`config.mk`:
```
export PLATFORM = sky130hd
export DESIGN_NAME = ctl_out_rxbuf
export DESIGN_NICKNAME = d
export VERILOG_FILES = /design/src/rtl/ctl_rxbuf_pkg.sv /design/src/rtl/rxbuf_store.sv /design/src/rtl/rxbuf_ctrl.sv /design/src/rtl/rxbuf_irq.sv /design/src/rtl/ctl_out_rxbuf.sv
export SDC_FILE = /design/constraint.sdc
export NUM_CORES = 1
export LEC_CHECK = 0
export ABC_AREA = 1
export BUFFER_PORTS_ARGS = -buffer_cell sky130_fd_sc_hd__buf_2
export CELL_PAD_IN_SITES_DETAIL_PLACEMENT = 0
export CELL_PAD_IN_SITES_GLOBAL_PLACEMENT = 1
export CORE_ASPECT_RATIO = 0.6
export CORE_MARGIN = 2
export CORE_UTILIZATION = 42
export CTS_CLUSTER_SIZE = 25
export DETAILED_ROUTE_END_ITERATION = 7
export HOLD_SLACK_MARGIN = 0.1
export PLACE_DENSITY_LB_ADDON = 0.1
export SLEW_MARGIN = 10
export SYNTH_ARGS = -nofsm -noshare
export SYNTH_HDL_FRONTEND = slang
export SYNTH_SLANG_ARGS = --single-unit
export TNS_END_PERCENT = 10
```
`constraint.sdc`:
```
create_clock -name clk_i -period 1.7 [get_ports clk_i]
set_clock_uncertainty 0.15 [all_clocks]
set_input_delay 0.255 -clock clk_i [delete_from_list [all_inputs] [get_ports clk_i]]
set_output_delay 0.255 -clock clk_i [all_outputs]
set_load 0.1 [all_outputs]
```
`src/rtl/ctl_rxbuf_pkg.sv`:
```
package ctl_rxbuf_pkg;
  typedef enum logic {
    ST_ARMED = 1'b0,
    ST_HELD  = 1'b1
  } buf_st_e;
endpackage

```
`src/rtl/rxbuf_store.sv`:
```
module rxbuf_store #(
  parameter int DEPTH = 8,
  parameter int DW    = 8,
  parameter int PW    = $clog2(DEPTH + 1)
) (
  input  logic          clk_i,
  input  logic          rst_ni,
  input  logic          wr_i,
  input  logic [DW-1:0] wdata_i,
  input  logic          wclr_i,
  input  logic          rd_adv_i,
  input  logic          rclr_i,
  input  logic          held_i,
  input  logic [PW-1:0] size_i,
  output logic [PW-1:0] wcnt_o,
  output logic          ovf_o,
  output logic [DW-1:0] rdata_o
);
  localparam int AW = (DEPTH > 1) ? $clog2(DEPTH) : 1;

  logic [DW-1:0] mem_q [DEPTH];
  logic [PW-1:0] wptr_q, rptr_q;
  logic          ovf_q;

  // contents carry no reset
  for (genvar g = 0; g < DEPTH; g++) begin : g_ent
    always_ff @(posedge clk_i) begin
      if (wr_i && !wclr_i && wptr_q == PW'(g)) mem_q[g] <= wdata_i;
    end
  end

  always_ff @(posedge clk_i or negedge rst_ni) begin
    if (!rst_ni) begin
      wptr_q <= '0;
      ovf_q  <= 1'b0;
    end else if (wclr_i) begin
      wptr_q <= '0;
      ovf_q  <= 1'b0;
    end else if (wr_i) begin
      if (wptr_q == PW'(DEPTH)) ovf_q <= 1'b1;
      else                      wptr_q <= wptr_q + 1'b1;
    end
  end

  always_ff @(posedge clk_i or negedge rst_ni) begin
    if (!rst_ni)                         rptr_q <= '0;
    else if (rclr_i)                     rptr_q <= '0;
    else if (rd_adv_i && rptr_q < size_i) rptr_q <= rptr_q + 1'b1;
  end

  assign wcnt_o  = wptr_q;
  assign ovf_o   = ovf_q;
  assign rdata_o = (held_i && rptr_q < size_i) ? mem_q[rptr_q[AW-1:0]] : '0;

  AST_WPTR_BOUND: assert property (@(posedge clk_i) disable iff (!rst_ni)
    wptr_q <= PW'(DEPTH));
  AST_RPTR_BOUND: assert property (@(posedge clk_i) disable iff (!rst_ni)
    held_i |-> rptr_q <= size_i);
endmodule

```
`src/rtl/rxbuf_ctrl.sv`:
```
module rxbuf_ctrl
  import ctl_rxbuf_pkg::*;
#(
  parameter int PW = 4
) (
  input  logic          clk_i,
  input  logic          rst_ni,
  input  logic          rx_valid_i,
  input  logic          rx_setup_i,
  input  logic          eop_ok_i,
  input  logic          eop_err_i,
  input  logic          rdfn_i,
  input  logic          clr_i,
  input  logic [PW-1:0] wcnt_i,
  input  logic          ovf_i,
  output logic          wr_o,
  output logic          wclr_o,
  output logic          rclr_o,
  output logic          accept_o,
  output logic          held_o,
  output logic [PW-1:0] size_o
);
  buf_st_e       st_q;
  logic [PW-1:0] size_q;
  logic          release_w, armed_w, discard_w;

  assign release_w = rdfn_i | clr_i;
  assign armed_w   = (st_q == ST_ARMED) && !rx_setup_i && !release_w;
  assign wr_o      = armed_w && rx_valid_i;
  assign accept_o  = armed_w && eop_ok_i && !ovf_i;
  assign discard_w = armed_w && (eop_err_i || (eop_ok_i && ovf_i));
  assign wclr_o    = release_w | discard_w;
  assign rclr_o    = release_w;

  always_ff @(posedge clk_i or negedge rst_ni) begin
    if (!rst_ni) begin
      st_q   <= ST_ARMED;
      size_q <= '0;
    end else if (release_w) begin
      st_q   <= ST_ARMED;
    end else if (accept_o) begin
      st_q   <= ST_HELD;
      size_q <= wcnt_i;
    end
  end

  assign held_o = (st_q == ST_HELD);
  assign size_o = size_q;

  AST_HELD_SIZE_STABLE: assert property (@(posedge clk_i) disable iff (!rst_ni)
    (held_o && $past(held_o)) |-> $stable(size_q));
  AST_RELEASE_ARMS: assert property (@(posedge clk_i) disable iff (!rst_ni)
    release_w |=> !held_o);
endmodule

```
`src/rtl/rxbuf_irq.sv`:
```
module rxbuf_irq (
  input  logic clk_i,
  input  logic rst_ni,
  input  logic set_i,
  input  logic clr_i,
  input  logic en_i,
  output logic flag_o,
  output logic irq_o
);
  logic flag_q;

  always_ff @(posedge clk_i or negedge rst_ni) begin
    if (!rst_ni)     flag_q <= 1'b0;
    else if (set_i)  flag_q <= 1'b1;
    else if (clr_i)  flag_q <= 1'b0;
  end

  assign flag_o = flag_q;
  assign irq_o  = flag_q & en_i;

  AST_SET_WINS: assert property (@(posedge clk_i) disable iff (!rst_ni)
    set_i |=> flag_q);
endmodule

```
`src/rtl/ctl_out_rxbuf.sv`:
```
module ctl_out_rxbuf #(
  parameter int DEPTH = 8,
  parameter int DW    = 8,
  parameter int PW    = $clog2(DEPTH + 1)
) (
  input  logic          clk_i,
  input  logic          rst_ni,
  input  logic          rx_valid_i,
  input  logic [DW-1:0] rx_data_i,
  input  logic          rx_setup_i,
  input  logic          rx_eop_ok_i,
  input  logic          rx_eop_err_i,
  output logic          rx_nak_o,
  input  logic          rd_en_i,
  output logic [DW-1:0] rd_data_o,
  output logic [PW-1:0] rx_size_o,
  input  logic          rdfn_i,
  input  logic          clr_i,
  input  logic          flag_clr_i,
  input  logic          irq_en_i,
  output logic          flag_o,
  output logic          irq_o
);
  logic          wr_w, wclr_w, rclr_w, accept_w, held_w, ovf_w;
  logic [PW-1:0] wcnt_w, size_w;

  rxbuf_ctrl #(.PW(PW)) u_ctrl (
    .clk_i(clk_i), .rst_ni(rst_ni),
    .rx_valid_i(rx_valid_i), .rx_setup_i(rx_setup_i),
    .eop_ok_i(rx_eop_ok_i), .eop_err_i(rx_eop_err_i),
    .rdfn_i(rdfn_i), .clr_i(clr_i),
    .wcnt_i(wcnt_w), .ovf_i(ovf_w),
    .wr_o(wr_w), .wclr_o(wclr_w), .rclr_o(rclr_w),
    .accept_o(accept_w), .held_o(held_w), .size_o(size_w)
  );

  rxbuf_store #(.DEPTH(DEPTH), .DW(DW), .PW(PW)) u_store (
    .clk_i(clk_i), .rst_ni(rst_ni),
    .wr_i(wr_w), .wdata_i(rx_data_i), .wclr_i(wclr_w),
    .rd_adv_i(rd_en_i & held_w), .rclr_i(rclr_w),
    .held_i(held_w), .size_i(size_w),
    .wcnt_o(wcnt_w), .ovf_o(ovf_w), .rdata_o(rd_data_o)
  );

  rxbuf_irq u_irq (
    .clk_i(clk_i), .rst_ni(rst_ni),
    .set_i(accept_w), .clr_i(flag_clr_i), .en_i(irq_en_i),
    .flag_o(flag_o), .irq_o(irq_o)
  );

  assign rx_nak_o  = held_w;
  assign rx_size_o = size_w;

  AST_ARMED_READS_ZERO: assert property (@(posedge clk_i) disable iff (!rst_ni)
    !rx_nak_o |-> rd_data_o == '0);
  AST_FLAG_RISE_HELD: assert property (@(posedge clk_i) disable iff (!rst_ni)
    $rose(flag_o) |-> rx_nak_o);
endmodule

```
==> results.md, run 1 <==
- Gr usage total: ~21%
- Post-Syn Nets: roughly 350
- Sw frac: roughly 22%
- Crit-path leading delay family: flip-flops
- GR Overflow Total: 0
- Failing checks: setup timing
- PwrDens: ~900 nW/µm²
- Slowest CP cell: dfrtp_4
- Critical setup path kind: flop to primary output
- Max incr delay on CP: 0.48 ns
- Clk root buf: clkbuf_16
- Num CTS Buffers: 9
- Sequential share of power: between 40% and 50%
- Met3 wire length: between 500 and 600 µm
- Vias in the first global route: between 2000 and 2500
- Worst EP required: about 1.3 ns
- Antenna-violating nets left: 0
- Max Clk Rate: 0.4348 GHz
- Max-slew violations: 0
- Vias: around 2600
- Final worst path period share: 135.3%
- Vias per cell: slightly below 5
- Pint: between 3 and 4 mW
- Clock Sinks: 79
- Net Sw Power: roughly 0.97 mW
- Clock power frac: 43.2%
- CTS clk-pin slew, worst paths: around 0.060 ns
- Total core area: 7976 µm²
- Die X: between 100 and 150 µm
- IO Count: 34
- Routability Congestion: between 0.8 and 0.9
- First-pass GRT wire length: between 10 and 15 mm
- Crit end category: primary output
- Area post-placement: approximately 4400 µm²
- Initial antenna violation count: 0
- Hold crit path type: primary input to flop
- Clk_lat worst skew: 0.33 ns
- Syn Std Cell Area: between 3000 and 4000 µm²
- Final Critical Period: 2.300 ns
- Mapped Cells: roughly 320
- 1st-iter DRT viols: between 100 and 150
- First-pass iteration count of the detailed router: 4
- Final setup vio count: 8
- WL met2: approximately 3.5 mm
- Total power: 4.398 mW
- Register area share after synthesis: around 66%
- Top post-synthesis cells by area: edfxtp_1 55%, dfrtp_1 11%, nand2_1 10%
- Die ar.: roughly 9100 µm²
- Worst Setup Start Kind: flop
- Setup TNS: -4.489 ns
- R2r setup slk: roughly 0.050 ns
- Static leakage: between 1.5 and 2 nW
- Worst-path fanout max: 8
- Status: finished, violations left
- Non-filler instance count after layout: about 530
- Placed cell count: 501
- Number of H-tree levels: 3
- Share of layout cells above drive strength 1: roughly a third
- Synth area leader: edfxtp_1
- PortBufs: 33
- Fillers: about 690
- Largest net degree at the start of global routing: 17
- Crit path DAT: 1.89 ns
- Worst-Margin Slew: approximately 0.5 ns
- CP bufs+invs: 3
- Slew HR: around two thirds
- Synthesized flop and latch total: approximately 80
- Fin area: between 4000 and 5000 µm²
- Cell Chain, Critical Path: inv_2 > ha_4 > nand2_2 > nand2_2 > nand2_4 > nand3_4 > buf_12 > nor3_4 > buf_12
- FP Rows: 25
- Diode count: 0
- CTS tree: yes
- WHS: ~0.16 ns
- Synth unique cells: 26
- Final wirelength: around 8.5 mm
- Top Metal Used: met4
- Share of Yosys cell area claimed by the top area cell type: ~55%
- Final Net Count: about 440
- Avg WL per Cell: approximately 16 µm
- Final Hold Viols: 0
- Syn-to-layout area delta: 39.71%
- Clock Path Buffers: 2
- Die Ht: ~75 µm
- Maximum VDD drop: roughly 0.00058 V
- Yosys synthesis warning count: 0
- Drc violations: 0
- RSZ-0062 raised after global routing: true
- Starting density of the core: about 44%
- Syn Area/Cell: between 10 and 15 µm²
- Wl on met1: around 4.3 mm
- Max Cap Viol: 0
- Logic pwr share: under 10%
- Post-DP HPWL: between 5 and 6 mm
- Final worst setup slack: -0.5998 ns
==> sequential cells by signal, summed over array words and instances, names as in the netlist <==
name,count
u_ctrl.size_o,4
u_store.wcnt_o,4
u_ctrl.held_o,1
u_store.ovf_o,1
u_irq.flag_o,1
u_store.mem_q,64
u_store.rptr_q,4
==> synth_stat cells <==
cell	count
nand2_1	95
edfxtp_1	64
nand3_1	35
nor2_1	23
inv_1	20
a21oi_1	17
dfrtp_1	15
o21ai_0	11
ha_1	8
nor3_1	8
buf_2	7
nor2_4	3
buf_4	2
inv_2	2
nand3_2	2
xor2_1	2
a21boi_0	1
a21oi_4	1
buf_6	1
clkbuf_1	1
nand3_4	1
nand4_1	1
nand4_2	1
nor2_2	1
o211ai_1	1
xnor2_1	1
==> worst paths after layout <==
kind | startpoint | end | depth (start not counted)
min in group asynchronous | rst_ni | u_store.wcnt_o[1] | 2
worst min-delay path | rx_eop_ok_i | u_ctrl.held_o | 3
worst max-delay path | u_ctrl.size_o[1] | rd_data_o[4] | 9
worst min register to register | u_store.wcnt_o[0] | u_store.wcnt_o[0] | 1
worst max register to register | u_ctrl.held_o | u_store.mem_q[1][3] | 6
max in group asynchronous | rst_ni | u_ctrl.size_o[2] | 2
==> cell type report <==
| class | instances | area, µm² | share of cell area, % |
|---|---|---|---|
| sequential | 79 | 2312 | 47.32 |
| multi-input combinational | 212 | 1234 | 25.25 |
| timing repair buffer | 90 | 829.5 | 16.98 |
| clock buffer | 13 | 250.2 | 5.122 |
| tap | 108 | 135.1 | 2.766 |
| inverter | 22 | 82.58 | 1.690 |
| clock inverter | 3 | 42.54 | 0.8707 |
==> power groups by stage <==
stage | clock network (mW) | registers (mW) | logic [mW]
final | 1.90 | 2.11 | 0.385
after global routing | 2.02 | 2.11 | 0.425
after CTS | 1.94 | 2.11 | 0.381
after detailed placement | 0 | 2.15 | 0.362
after global placement | 0 | 2.15 | 0.360
after floorplan | 0 | 2.17 | 0.176
==> layer usage <==
layer / GRT usage, % / vias up
li1: - / 1281
met1: 31.89 / 1214
met2: 28.55 / 61
met3: 6.288 / 9
met4: 5.875 / 0
met5: 0 / -
==> cells by family after synthesis <==
| logic type | count (synthesis) | synth area share [%] |
|---|---|---|
| flip-flops | 79 | 65.69 |
| XOR/XNOR | 3 | 0.7515 |
| AND/OR/NAND/NOR | 170 | 21.57 |
| AO/OA/AOI/OAI | 31 | 4.902 |
| adder cells (fa/ha/maj) | 8 | 2.862 |
| buffers and inverters | 33 | 4.221 |
==> what timing repair did <==
action,4_1_cts,5_1_grt
endpoints found under the hold margin,80,0
endpoints found under the setup margin,13,79
resized for setup,5,19
cloned,0,0
hold buffers,10,0
pin swaps,1,2
setup buffers,0,0
==> tightest hold or removal path: cells and delay by family <==
| family | cells | cell delay (ns) |
|---|---|---|
| buf+inv | 1 | 0.11 |
| simple gates | 2 | 0.25 |
==> metrics by stage <==
step	utilization (%)	setup WS, ns
CTS	60.44	-0.6092
detailed placement	55.39	-0.2926
global placement	55.39	-0.2741
finish	61.25	-0.5998
global route	61.25	-0.7025
floorplan	-	-0.8869
==> cells in the final DEF (no fill, tap or decap), drive strengths merged, types with 2 or more instances in the layout <==
cell type,instances
inv,22
nor2,27
ha,8
o21ai,11
buf,78
dfrtp,15
edfxtp,64
nand3,38
a21oi,18
dlygate4sd3,10
nand4,2
nor3,8
xor2,2
clkbuf,15
nand2,95
(Power assumes the default switching activity.)
==> run 2, diff against run 1 <==
--- a/config.mk
+++ b/config.mk
@@ -10,12 +10,12 @@
 export CELL_PAD_IN_SITES_DETAIL_PLACEMENT = 0
 export CELL_PAD_IN_SITES_GLOBAL_PLACEMENT = 1
 export CORE_ASPECT_RATIO = 0.6
-export CORE_MARGIN = 2
 export CORE_UTILIZATION = 42
 export CTS_CLUSTER_SIZE = 25
 export DETAILED_ROUTE_END_ITERATION = 7
-export HOLD_SLACK_MARGIN = 0.1
+export HOLD_SLACK_MARGIN = 0.03
 export PLACE_DENSITY_LB_ADDON = 0.1
+export SKIP_CTS_REPAIR_TIMING = 1
 export SLEW_MARGIN = 10
 export SYNTH_ARGS = -nofsm -noshare
 export SYNTH_HDL_FRONTEND = slang
==> run 2 against run 1 <==
Effect of this change:
- the flow still finishes with violations (setup timing)
- global-route usage up 0.28 points
- critical path depth is the same
- total power decreased by 2.3%
- sequential power about the same
- cell count fell by 2.3%
- die area fell by 4.3%
- critical endpoint is now rd_data_o[7]
- highest routed layer unchanged
==> results.md, run 2 (synthesis results as in run 1) <==
- Status: finished, violations left
- Failing checks: setup timing
- Worst-path fanout max: 8
- Crit end category: primary output
- Commonest non-fill, non-tap cell in the layout: nand2_1
- Final worst setup slack: -0.5741 ns
- Most frequent cells in the layout: 92 x nand2_1, 64 x edfxtp_1, 35 x nand3_1, 32 x buf_4, 22 x buf_2
- Hold crit path type: primary input to flop
- Final setup vio count: 8
- WHS: approximately 0.046 ns
- Die ar.: just under 9000 µm²
- Largest net degree at the start of global routing: 25
- Final Net Count: between 400 and 500
- CTS tree: yes
- Vias per cell: 4.922
- Antenna-violating nets left: 0
- Share of layout cells above drive strength 1: between 30% and 40%
- Clock Path Buffers: 2
- Post-DP HPWL: between 5 and 6 mm
- Syn-to-layout area delta: 35.49%
- Post-place setup slack: -0.2980 ns
- Maximum VDD drop: roughly 0.0006 V
- 1st-iter DRT viols: 165
- Number of flip-flops in the largest register: 64
- Static leakage: between 1.5 and 2 nW
- PortBufs: 33
- FP Rows: 25
- Sequential share of power: 49.1%
- Gr usage total: about a fifth
- IO Count: 34
- CTS clk-pin slew, worst paths: roughly 0.060 ns
- RSZ-0062 raised after global routing: true
- Drc violations: 0
- Final core occ: roughly 59%
- Final worst path period share: 133.8%
- Vias in the first global route: 2321
- Final Hold Viols: 0
- Net Sw Power: between 0.9 and 1 mW
- Routability Congestion: 0.7609
- Vias: 2535
- Logic pwr share: ~8.3%
- Max Cap Viol: 0
- Worst EP required: around 1.3 ns
- Number of H-tree levels: 3
- Initial antenna violation count: 0
- Num CTS Buffers: 9
- Clk_lat worst skew: approximately 0.33 ns
- GR Overflow Total: 0
- Sw frac: a little over a fifth
- First-pass GRT wire length: about 13 mm
- Pint: about 3.4 mW
- Clk root buf: clkbuf_16
- Max Clk Rate: 0.4397 GHz
- PwrDens: 906.6 nW/µm²
- Die X: approximately 120 µm
- Clock power frac: a little over two fifths
- Crit path DAT: between 1.5 and 2 ns
- Die Ht: between 70 and 80 µm
- First-pass iteration count of the detailed router: 5
- Avg WL per Cell: 16.11 µm
- Diode count: 0
- Final Critical Period: roughly 2.3 ns
- Register name with the most flops: u_store.mem_q
- Clock Sinks: 79
- Worst-Margin Slew: slightly below 0.5 ns
- Final wirelength: a little over 8 mm
- Starting density of the core: 43.84%
- Max-slew violations: 0
- Worst Setup Start Kind: flop
- Total core area: between 7000 and 8000 µm²
- Critical setup path kind: flop to primary output
- Slew HR: approximately two thirds
run 2: area by class of cell:
cell class,instances,area [µm²]
Fill cell,677,3238
Sequential cell,79,2313
Multi-Input combinational cell,212,1211
Timing Repair Buffer,78,711.9
Clock buffer,11,232.7
Tap cell,108,135.1
Inverter,22,85.08
Clock inverter,5,48.80
run 2: layer usage:
layer  track usage [%]  wire (µm)  up-vias
met1             32.79       4294     1188
met2             27.81       3273       73
li1                  -          -     1264
met4             6.944        107        0
met5                 0          0        -
met3             5.859        620       10
run 2: power by group through the flow:
stage                     clock network [mW]  logic (mW)  registers [mW]
final                                   1.83       0.357            2.11
after CTS                               1.86       0.352            2.11
after detailed placement                   0       0.350            2.15
after global placement                     0       0.347            2.15
after floorplan                            0       0.176            2.17
after global routing                    1.94       0.392            2.11
run 2: stage by stage:
| step | cells | cell area, µm² | setup TNS [ns] | power, mW |
|---|---|---|---|---|
| after global routing | 515 | 4738 | -5.574 | 4.446 |
| final | 515 | 4738 | -4.518 | 4.296 |
| after detailed placement | 497 | 4375 | -2.074 | 2.500 |
| after CTS | 513 | 4657 | -5.248 | 4.325 |
| after floorplan | 324 | 3647 | -34.16 | 2.350 |
| after global placement | 497 | 4375 | -1.827 | 2.496 |
run 2: worst paths after layout:
path                            depth (start not counted)                   to              start  slack, ns
min in group asynchronous                               2    u_store.wcnt_o[0]             rst_ni       0.22
worst max-delay path                                    9         rd_data_o[7]   u_ctrl.size_o[1]      -0.57
worst max register to register                          8    u_store.rptr_q[3]   u_ctrl.size_o[3]       0.04
max in group asynchronous                               2     u_ctrl.size_o[3]             rst_ni       0.86
worst min register to register                          1    u_store.wcnt_o[0]  u_store.wcnt_o[0]       0.37
worst min-delay path                                    1  u_store.mem_q[4][5]       rx_data_i[5]       0.05
run 2: critical path: stages, from the launching register on:
cell,delay [ns]
dfrtp_4,0.48
inv_4,0.06
ha_4,0.18
nand2_1,0.05
nand2_1,0.05
nand2_2,0.09
nand3_4,0.08
buf_12,0.17
nor3_4,0.15
buf_12,0.20
==> run 3, diff against run 2 <==
--- a/config.mk
+++ b/config.mk
@@ -19,5 +19,6 @@
 export SLEW_MARGIN = 10
 export SYNTH_ARGS = -nofsm -noshare
 export SYNTH_HDL_FRONTEND = slang
+export SYNTH_HIERARCHICAL = 1
 export SYNTH_SLANG_ARGS = --single-unit
 export TNS_END_PERCENT = 10
==> run 3 against run 2 <==
Effect of this change:
- synthesized cell count is 1.9% higher
- clock-buffer cell count is 1 lower
- core utilization is 0.088 points higher
- via count is 1.9% lower
- cell count is 0.78% higher
- the flow still finishes with violations (setup timing)
- area after synthesis is 4.1% higher
- global-route usage is 0.78 points lower
- clock power is 9% higher
- sequential power hardly changed
- non-clock buffer count is 2 lower
==> results.md, run 3 <==
- Status: finished, violations left
- Failing checks: setup timing
- Post-synth EDFFs: 64
- Fin area: between 4000 and 5000 µm²
- PortBufs: 33
- Clock Path Buffers: 2
- Clk root buf: clkbuf_16
- Share of Yosys cell area claimed by the top area cell type: between 50% and 60%
- Worst Setup SP: u_ctrl/size_o[3]
- First-pass iteration count of the detailed router: 4
- Mapped Cells: 330
- Final setup vio count: 72
- Routability Congestion: about 0.75
- Diode count: 0
- Max-slew violations: 0
- Post-synth top flop: edfxtp_1
- Drc violations: 0
- Critical setup path kind: flop to primary output
- Clock Sinks: 79
- First-pass GRT wire length: roughly 13 mm
- Register area share after synthesis: a little over three fifths
- Final Net Count: 433
- Worst-path fanout max: 5
- Final Critical Period: approximately 2.3 ns
- Worst-Margin Slew: slightly below 0.5 ns
- FP Rows: 25
- Number of flip-flops in the largest register: between 60 and 70
- Hold Startpoint: flag_clr_i
- Final core occ: 59.49%
- IO Count: 34
- Starting density of the core: 44.77%
- Crit path DAT: approximately 1.9 ns
- RR Startpoint: u_ctrl/held_o
- Die Ht: around 74 µm
- Crit end category: primary output
- Share of layout cells above drive strength 1: between 30% and 40%
- Synthesized flop and latch total: 79
- Final worst setup slack: -0.6214 ns
- Final wirelength: a little under 8 mm
- Max Clk Rate: approximately 0.43 GHz
- GR Overflow Total: 0
- Max Cap Viol: 0
- CTS tree: yes
- Initial antenna violation count: 0
- Final Hold Viols: 0
- Vias in the first global route: roughly 2500
- Num CTS Buffers: 9
- Syn-to-layout area delta: 32.89%
- Syn Area/Cell: about 11 µm²
- Static leakage: 1.930 nW
- Number of H-tree levels: 3
- Register name with the most flops: u_store/mem_q
- Cell Chain, Critical Path: inv_2 > ha_4 > nand2_1 > inv_2 > nand2_4 > nand3_4 > buf_12 > nor3_4 > buf_12
- Most frequent cells in the layout: 85 x nand2_1, 64 x edfxtp_1, 38 x nand3_1, 30 x buf_4, 24 x buf_2
- Maximum VDD drop: 0.0007107 V
- Yosys synthesis warning count: 6
- Post-synth top cells: 88 x nand2_1, 64 x edfxtp_1, 38 x nand3_1, 25 x inv_1, 17 x nor2_1
- Vias per cell: approximately 4.8
- Area post-placement: 4444 µm²
- Vias: between 2000 and 2500
- Final worst path period share: 136.6%
- Die X: 122.2 µm
- Slowest CP cell: dfrtp_4
- Synth unique cells: 27
- CP bufs+invs: 4
- Commonest non-fill, non-tap cell in the layout: nand2_1
- Worst EP required: between 1 and 1.5 ns
- Largest net degree at the start of global routing: 21
- 1st-iter DRT viols: about 170
- Max incr delay on CP: about 0.47 ns
- Total core area: around 8100 µm²
- Syn Std Cell Area: ~3600 µm²
- RSZ-0062 raised after global routing: true
- Post-Syn Nets: ~360
- Antenna-violating nets left: 0
- Avg WL per Cell: around 15 µm
- Post-DP HPWL: 5.619 mm
- Die ar.: 9057 µm²
- Synth area leader: edfxtp_1
- WHS: around 0.0061 ns
- Most numerous cell in the Yosys netlist: nand2_1
- CTS clk-pin slew, worst paths: roughly 0.060 ns
- Worst Setup Start Kind: flop
- Async S/R FF share, synth: 18.99%
- Gr usage total: between 20% and 30%
- Clk_lat worst skew: about 0.33 ns
- Hold crit path type: primary input to flop
- Slew HR: between 60% and 70%
- Top post-synthesis cells by area: edfxtp_1 53%, dfrtp_1 10%, nand2_1 9.1%
- PwrDens: roughly 920 nW/µm²
- Crit-path leading delay family: buffers and inverters
## run 3: per-layer routing
metal / up-vias / track usage [%] / share of wire (%) / routed length (µm)
met5: - / 0 / 0 / 0
met4: 0 / 5.691 / 0.28 / 22
met2: 64 / 29.28 / 43 / 3456
met3: 2 / 4.831 / 8.9 / 710
met1: 1141 / 30.53 / 47 / 3762
li1: 1280 / - / - / -
## run 3: worst register-to-register path: stages (launching register included)
cell and delay (ns):
dfrtp_2 0.42, nor2_4 0.12, nand2_2 0.07, nor2_2 0.10, inv_1 0.07, nor2_2 0.11
inv_2 0.11, nor3_2 0.20, buf_4 0.21
## run 3: final cells by class
class | count | area, µm²
clock inverter | 6 | 85.08
inverter | 29 | 113.9
timing repair buffer | 76 | 684.4
clock buffer | 10 | 229.0
multi-input combinational | 211 | 1279
fill | 699 | 3294
tap | 108 | 135.1
sequential | 79 | 2312
## run 3: cells by family (layout without fill, tap and decap cells)
logic type	Yosys count	after routing	synth area share [%]
flip-flops	79	79	63.09
XOR/XNOR	3	3	0.7218
AND/OR/NAND/NOR	175	175	23.85
AO/OA/AOI/OAI	25	25	3.711
buffers and inverters	40	121	5.876
adder cells (fa/ha/maj)	8	8	2.749
## run 3: power by group
part           switching, mW  internal [mW]  total, mW  leakage (nW)
Sequential           0.00966           2.10       2.11         0.772
Clock                  0.723           1.28       2.00         0.150
Combinational          0.228          0.123      0.351          1.01
Total                  0.961           3.50       4.46          1.93
## run 3: worst paths after layout
check	endpoint	slack (ns)	depth (start not counted)
max in group asynchronous	u_ctrl/size_o[3]	0.89	2
setup reg to reg	u_store/mem_q[4][3]	-0.14	8
hold / removal	u_irq/flag_o	0.006	4
hold reg to reg	u_irq/flag_o	0.34	2
min in group asynchronous	u_store/wcnt_o[0]	0.21	2
setup / recovery	rd_data_o[2]	-0.62	9
## run 3: metrics by stage
| stage | power, mW | instances | TNS [ns] | setup slack (ns) |
|---|---|---|---|---|
| after global placement | 2.488 | 501 | -15.63 | -0.2805 |
| after floorplan | 2.371 | 330 | -51.63 | -0.9009 |
| after global routing | 4.631 | 519 | -17.70 | -0.6998 |
| after CTS | 4.506 | 517 | -20.41 | -0.6395 |
| after detailed placement | 2.491 | 501 | -16.51 | -0.2811 |
| final | 4.465 | 519 | -9.358 | -0.6214 |
